File: config.mk
export PLATFORM = sky130hd
export DESIGN_NAME = tx_squelch_idle
export DESIGN_NICKNAME = d
export VERILOG_FILES = /design/src/rtl/tx_sq_pkg.sv /design/src/rtl/tx_run_len.sv /design/src/rtl/tx_idle_wave.sv /design/src/rtl/tx_squelch_idle.sv
export SDC_FILE = /design/constraint.sdc
export NUM_CORES = 1
export LEC_CHECK = 0
export ABC_CLOCK_PERIOD_IN_PS = 3100
export BUFFER_PORTS_ARGS = -buffer_cell sky130_fd_sc_hd__buf_2
export CORE_MARGIN = 2
export CORE_UTILIZATION = 61
export CTS_CLUSTER_SIZE = 8
export DETAILED_ROUTE_END_ITERATION = 10
export GPL_ROUTABILITY_DRIVEN = 0
export PLACE_DENSITY = 0.81
export SYNTH_ARGS = -nofsm -noshare
export SYNTH_HDL_FRONTEND = slang
export SYNTH_HIERARCHICAL = 1
export SYNTH_SLANG_ARGS = --single-unit
File: constraint.sdc
create_clock -name clk -period 3.1 [get_ports clk]
set_clock_uncertainty 0.15 [all_clocks]
set_input_delay 0.465 -clock clk [delete_from_list [all_inputs] [get_ports clk]]
set_output_delay 0.465 -clock clk [all_outputs]
set_load 0.01 [all_outputs]
File: src/rtl/tx_sq_pkg.sv
package tx_sq_pkg;
    typedef enum logic [1:0] {
        ST_QUIET,
        ST_ARM,
        ST_PASS,
        ST_MARK
    } sq_state_t;
endpackage

File: src/rtl/tx_run_len.sv
// Counts consecutive true samples; hit when the current sample completes a run of LIMIT.
module tx_run_len #(
    parameter int LIMIT = 2
) (
    input  logic clk,
    input  logic rst_n,
    input  logic in_bit,
    output logic hit
);
    localparam int W = (LIMIT > 1) ? $clog2(LIMIT) : 1;
    localparam logic [W-1:0] TOP = W'(LIMIT - 1);

    logic [W-1:0] cnt;

    always_ff @(posedge clk or negedge rst_n) begin
        if (!rst_n)
            cnt <= '0;
        else if (!in_bit)
            cnt <= '0;
        else if (cnt != TOP)
            cnt <= cnt + 1'b1;
    end

    assign hit = in_bit && (cnt == TOP);
endmodule

File: src/rtl/tx_idle_wave.sv
// Square wave, HALF samples per level, restarted dark while hold is high.
module tx_idle_wave #(
    parameter int HALF = 50
) (
    input  logic clk,
    input  logic rst_n,
    input  logic hold,
    output logic wave
);
    localparam int W = (HALF > 1) ? $clog2(HALF) : 1;
    localparam logic [W-1:0] TOP = W'(HALF - 1);

    logic [W-1:0] cnt;

    always_ff @(posedge clk or negedge rst_n) begin
        if (!rst_n) begin
            cnt  <= '0;
            wave <= 1'b0;
        end else if (hold) begin
            cnt  <= '0;
            wave <= 1'b0;
        end else if (cnt == TOP) begin
            cnt  <= '0;
            wave <= ~wave;
        end else begin
            cnt <= cnt + 1'b1;
        end
    end
endmodule

File: src/rtl/tx_squelch_idle.sv
module tx_squelch_idle
    import tx_sq_pkg::*;
#(
    parameter int MIN_NEG   = 2,
    parameter int END_POS   = 18,
    parameter int IDLE_HALF = 50
) (
    input  logic clk,
    input  logic rst_n,
    input  logic din_neg,
    input  logic din_lvl,
    input  logic jab_off,
    output logic emit_on,
    output logic tx_active,
    output logic soi_pulse
);
    sq_state_t state, nxt;
    logic neg_smp, neg_hit, pos_hit, wave, hold;

    assign neg_smp = din_neg & din_lvl;
    assign hold    = (state == ST_PASS) && !jab_off;

    tx_run_len #(.LIMIT(MIN_NEG)) u_neg_run (
        .clk(clk), .rst_n(rst_n), .in_bit(neg_smp), .hit(neg_hit)
    );

    tx_run_len #(.LIMIT(END_POS)) u_pos_run (
        .clk(clk), .rst_n(rst_n), .in_bit(~neg_smp), .hit(pos_hit)
    );

    tx_idle_wave #(.HALF(IDLE_HALF)) u_wave (
        .clk(clk), .rst_n(rst_n), .hold(hold), .wave(wave)
    );

    always_ff @(posedge clk or negedge rst_n) begin
        if (!rst_n)
            state <= ST_QUIET;
        else
            state <= nxt;
    end

    always_comb begin
        nxt = state;
        unique case (state)
            ST_QUIET, ST_MARK: begin
                if (neg_hit)
                    nxt = ST_PASS;
                else if (neg_smp)
                    nxt = ST_ARM;
                else
                    nxt = ST_QUIET;
            end
            ST_ARM: begin
                if (!neg_smp)
                    nxt = ST_QUIET;
                else if (neg_hit)
                    nxt = ST_PASS;
            end
            ST_PASS: begin
                if (pos_hit)
                    nxt = ST_MARK;
            end
            default: nxt = ST_QUIET;
        endcase
    end

    always_comb begin
        emit_on   = wave;
        tx_active = 1'b0;
        soi_pulse = 1'b0;
        unique case (state)
            ST_QUIET, ST_ARM: ;
            ST_PASS: begin
                tx_active = 1'b1;
                emit_on   = jab_off ? wave : neg_smp;
            end
            ST_MARK: soi_pulse = 1'b1;
            default: ;
        endcase
    end
endmodule

Word level (Yosys, flattened, before mapping)
Cells that the tools add are included.

storage, ports and cells
  logic and storage cells = 46
  register bits = 15
  input bits = 5
  output and inout port bits = 3

cells by class
  reduce and logical (&&, ||, !) cells = 9
  equal/unequal tests = 8
  add/sub/neg operators = 3
  mux-type cells = 18
  bitwise operators = 3

operator list
  cell                                           number
  2-to-1 mux 6 bit                               2
  2-to-1 mux 5 bit                               2
  2-to-1 mux 1 bit                               9
  2-to-1 mux 2 bit                               4
  adder 6 x 1 -> 6 bit, second input constant    1
  == test 6 bit, second input constant           1
  case mux 2 bit (3 select lines)                1
  adder 5 x 1 -> 5 bit, second input constant    1
  == test 5 bit, second input constant           1
  != test 5 bit, second input constant           1
  == test 2 bit, second input constant           2
  nonzero test 2 bit                             2
  logical AND 1 bit                              3
  != test 3 bit, second input constant           1
  == test 2 x 1 -> 1 bit, second input constant  1
  logical NOT 2 bit                              1
  != test 2 bit, second input constant           1
  NOT 1 bit                                      2
  AND reduction 2 bit                            1
  OR reduction 2 bit                             1
  adder 1 bit, second input constant             1
  AND 1 bit                                      1
  logical NOT 1 bit                              1

Logic depth before layout (Yosys ltp)
  word-level depth = 5
  depth in mapped cells = 6
  mapped depth without buffers = 6

Hierarchy
Netlist, hierarchy kept.

modules (own cells, without submodules)
  module                  area an instance (µm²)  cells an instance  seq. area each (µm²)  times used
  tx_idle_wave            349.1                   30                 175.2                 1
  tx_run_len (u_pos_run)  292.8                   27                 125.1                 1
  tx_squelch_idle         226.5                   23                 50.0                  1
  tx_run_len (u_neg_run)  31.3                    2                  25.0                  1

Worst setup path after synthesis
Ideal clock, no wire load.

  path type = reg-to-reg
  from = register u_pos_run.cnt[0]
  to = register state[0]
  period minus slack after synthesis = 1,723 ps
  data arrival time = 1,448 ps
  buffers on the path = 0
  stages on the path, launching flop included = 6
  path slack = 1,377 ps
  library setup time = 125 ps
  required time = 2,825 ps
  cell sequence = dfrtp_1 > ha_1 > and4bb_4 > and2_1 > o32ai_4 > mux2_2

between the ends
  word-level cells in the longest chain between the ends = 4

RTL lines
  element                        line                   text
  from (decl)                    tx_run_len.sv:13       logic [W-1:0] cnt;
  from (signal assigned)         tx_run_len.sv:21       cnt <= cnt + 1'b1;
  == test 5 bit                  tx_run_len.sv:24       assign hit = in_bit && (cnt == TOP);
  logical AND 1 bit              tx_run_len.sv:24
  net pos_hit                    tx_squelch_idle.sv:18  logic neg_smp, neg_hit, pos_hit, wave, hold;
  != test 2 bit (no line)        --
  AND reduction 2 bit (no line)  --
  to (signal assigned)           tx_squelch_idle.sv:39  state <= nxt;
  to (decl)                      tx_squelch_idle.sv:17  sq_state_t state, nxt;

The timed path passes the listed nets, and every way through them passes these cells.
A chain may end at the register's enable or synchronous reset.

Worst setup path in the final report
  from = register state[0]
  to = output port emit_on

between the ends
  word-level cells in the longest chain between the ends = 2

RTL lines
  element           line                   text
  == test 2 bit     tx_squelch_idle.sv:71  unique case (state)
  2-to-1 mux 1 bit  tx_squelch_idle.sv:71
  to (decl)         tx_squelch_idle.sv:13  output logic emit_on,

Every way passes these cells.

==> summary by stage <==
Setup path
The classification of the worst setup path is register to output pin. STA classifies the critical path startpoint as a register. The worst setup path is captured at an output pin. The arrival time of the worst setup path is 1380 ps. For the worst setup path, the data required time is 2480 ps. Of all nets on the critical path, the largest fanout is 4.

Final layout
Of the cells placed in the final design, the portion with a size suffix greater than 1 is 0.269. The final instance area is 985 um^2. The count of antenna diodes in the layout is 0. The final layout contains 107 nets. The synthesis-to-layout area growth is 9.46%.

The fill cell instance count of the final layout is 98.

Drt
The wire length on met2 is 637 um. The via total after detailed routing is 569. The highest metal layer with signal wires is met4. The length of routed wiring on met1 is 676 um.

The routed design has 1380 um of wire. The number of antenna-violating nets in the routed design is 0. The detailed-route vias per instance is 5.27. Dividing the detail-routed wire length by the instance count gives 12.7 um. The pre-antenna-repair detailed-routing pass consisted of 4 iterations. The number of design-rule violations left by the first detailed-router iteration is 5. The number of DRC violations after detailed routing is 0. In the detailed route, the total length drawn on met3 is 49 um.

Floorplanning
The horizontal die dimension is 42.4 um. The total number of placement rows is 13. The total area inside the core boundary comes to 1330 um^2. The die covers 1800 um^2.

For this configuration, the core starts out at a cell density of 0.674. 8 I/O pins were placed. The die extent in y is 42.4 um.

Job
The tool flagged a number of max-cap violations equal to 0.

Synthesis
The count of flip-flops with a built-in enable after synthesis is 0. The synthesized netlist occupies a cell area of 900 um^2. The async set or reset register ratio after synthesis is 1.00. The area fraction of the dominant cell type after synthesis is 0.417. The commonest register cell after synthesis is sky130_fd_sc_hd__dfrtp_1. A synthesized cell averages 11.0 um^2. Synthesis produced a netlist with a net count of 95. For this run, the number of Yosys warnings is 6. The biggest area contributor in the post-synthesis netlist is sky130_fd_sc_hd__dfrtp_1. The distinct cell type count of the synthesized netlist is 31. In this run, synthesis produced a sequential element count of 15. Yosys attributes the largest share of cell area to sky130_fd_sc_hd__dfrtp_1 42%, sky130_fd_sc_hd__ha_1 11%, sky130_fd_sc_hd__mux2i_1 4.5%, sky130_fd_sc_hd__nand2b_1 3.5%, sky130_fd_sc_hd__o32ai_4 3.1%. The share of the Yosys chip area taken by registers is 0.417.

The cell count after synthesis is 82.

Clock tree
The clock tree root buffer cell is sky130_fd_sc_hd__clkbuf_4. TritonCTS built the clock tree. At the later pin of the worst-skew pair, clock insertion delay measures 270 ps. The clock transition at the register clock pins on the worst setup and hold paths after CTS is 80 ps.

The maximum number of buffers from clock root to sink is 2. The number of instances resized during post-cts repair is 0. The number of buffers added by the clock tree synthesis step is 3. For this design, the sink count on the clock tree is 15. The deepest level of the CTS H-tree is 1. The number of hold buffers added after cts is 1.

The number of setup buffers added after CTS is 0.

Power and ir drop
The leakage power of the design is 0.471 nW. The total power of the final layout is 0.000741 W. VDD sags by at most 476 uV.

Dividing total power by cell area gives a power density of 753 nW/um^2.

Global route
The via count of the first global-routing pass is 625. The global-route usage over all layers is 0.189. Summed over all layers, the global routing overflow is 0. The largest net degree at the start of global routing is 16. The first global-routing pass estimated 2570 um of wire. The initial antenna violation count is 0.

STA
The final worst slack is 1100 ps. Subtracting the final worst setup slack from the clock period gives 2000 ps. The final critical-path share of the clock period is 0.645. For the pin with the worst max-slew slack, the measured transition is 327 ps. Setup repair after global routing left no endpoint under its margin. Derived from the worst setup path, the maximum achievable clock frequency is 0.500 GHz. The accumulated negative setup slack is 0 ps. The max-slew violation count is 0. The worst hold slack across all endpoints is 363 ps.

The worst max-slew margin expressed relative to the limit is 0.782. The final number of setup-violating endpoints is 0. The count of final hold-check violations came to 0.

Outcome
The flow ran to the end, and the final reports show no timing, DRC or antenna violations.

Place
The placed wire-length estimate is 1060 um. Input and output buffers added on the ports amount to 7. The placed instance area is 948 um^2. Prior to clock tree synthesis, the placed netlist has a worst setup slack of 1100 ps.

Min path
The min-delay analysis places its worst path in the category register to register.
==> cells in the final DEF, fill, tap and decap left out, types with 3 or more instances in the layout <==
cell type                  netlist  routed
sky130_fd_sc_hd__nand3_1         3       3
sky130_fd_sc_hd__buf_2           0       7
sky130_fd_sc_hd__nor2_2          4       4
sky130_fd_sc_hd__nand2b_1        5       5
sky130_fd_sc_hd__dfrtp_1        15      15
sky130_fd_sc_hd__nand2_1         5       5
sky130_fd_sc_hd__clkbuf_4        0       3
sky130_fd_sc_hd__mux2i_1         4       4
sky130_fd_sc_hd__ha_1            8       8
sky130_fd_sc_hd__inv_1           6       6
==> path summary, 6_finish.rpt <==
check	start	to	slack [ps]	depth (start not counted)
max in group asynchronous	rst_n	u_wave/wave	2100	2
hold / removal	u_wave/cnt[0]	u_wave/cnt[0]	360	1
setup / recovery	state[0]	emit_on	1100	5
setup reg to reg	u_pos_run/cnt[0]	state[1]	1270	5
hold reg to reg	u_wave/cnt[0]	u_wave/cnt[0]	360	1
min in group asynchronous	rst_n	u_pos_run/cnt[1]	460	2
==> routing by layer <==
layer,global-route usage,vias to the layer above
met1,0.251,261
met3,0.0388,2
met5,0,-
li1,-,297
met2,0.289,9
met4,0.0938,0
==> layout make-up <==
class                   instances  area, um^2  share of cell area
flip-flops and latches         15         375               0.381
inverters                       8        30.0              0.0305
repair buffers                  8        45.0              0.0457
well taps                      15        18.8              0.0191
multi-input cells              58         489               0.497
clock buffers                   4        26.3              0.0267
==> synthesized netlist by cell type, types with 3 or more instances <==
| cell type | n |
|---|---|
| sky130_fd_sc_hd__dfrtp_1 | 15 |
| sky130_fd_sc_hd__ha_1 | 8 |
| sky130_fd_sc_hd__inv_1 | 6 |
| sky130_fd_sc_hd__nand2_1 | 5 |
| sky130_fd_sc_hd__nand2b_1 | 5 |
| sky130_fd_sc_hd__mux2i_1 | 4 |
| sky130_fd_sc_hd__nor2_2 | 4 |
| sky130_fd_sc_hd__nand3_1 | 3 |
==> through the flow <==
| step | std cells | utilization |
|---|---|---|
| 5_1_grt | 108 | 0.738 |
| 3_5_place_dp | 103 | 0.711 |
| 4_1_cts | 108 | 0.738 |
| 2_1_floorplan | 82 | - |
| 6_report | 108 | 0.738 |
| 3_3_place_gp | 103 | 0.711 |
==> sequential cells by signal, summed over array words and instances, names as in the netlist <==
name / count
u_neg_run/cnt: 1
u_pos_run/cnt: 5
u_wave/cnt: 6
u_wave/wave: 1
state: 2
==> worst max-delay path, cell delays in order, from the launching register on <==
cell	delay, ps
sky130_fd_sc_hd__dfrtp_1	420
sky130_fd_sc_hd__inv_1	90
sky130_fd_sc_hd__ha_1	160
sky130_fd_sc_hd__inv_2	60
sky130_fd_sc_hd__o31ai_1	210
sky130_fd_sc_hd__buf_2	160
==> report_power, final <==
part / leakage [nW] / internal, W / switching [W]
combinational: 0.263 / 0.000158 / 0.000151
sequential: 0.194 / 0.000259 / 0.0000667
clock: 0.0150 / 0.0000499 / 0.0000562
total: 0.471 / 0.000467 / 0.000274
==> logic make-up after synthesis <==
group                    count (synthesis)  synth area share
adder cells (fa/ha/maj)                  8             0.111
buffers and inverters                    9            0.0389
AO/OA/AOI/OAI                           11             0.117
multiplexers                             6            0.0695
AND/OR/NAND/NOR                         29             0.207
flip-flops                              15             0.417
XOR/XNOR                                 4            0.0390
Power figures use the tool's default switching activity.
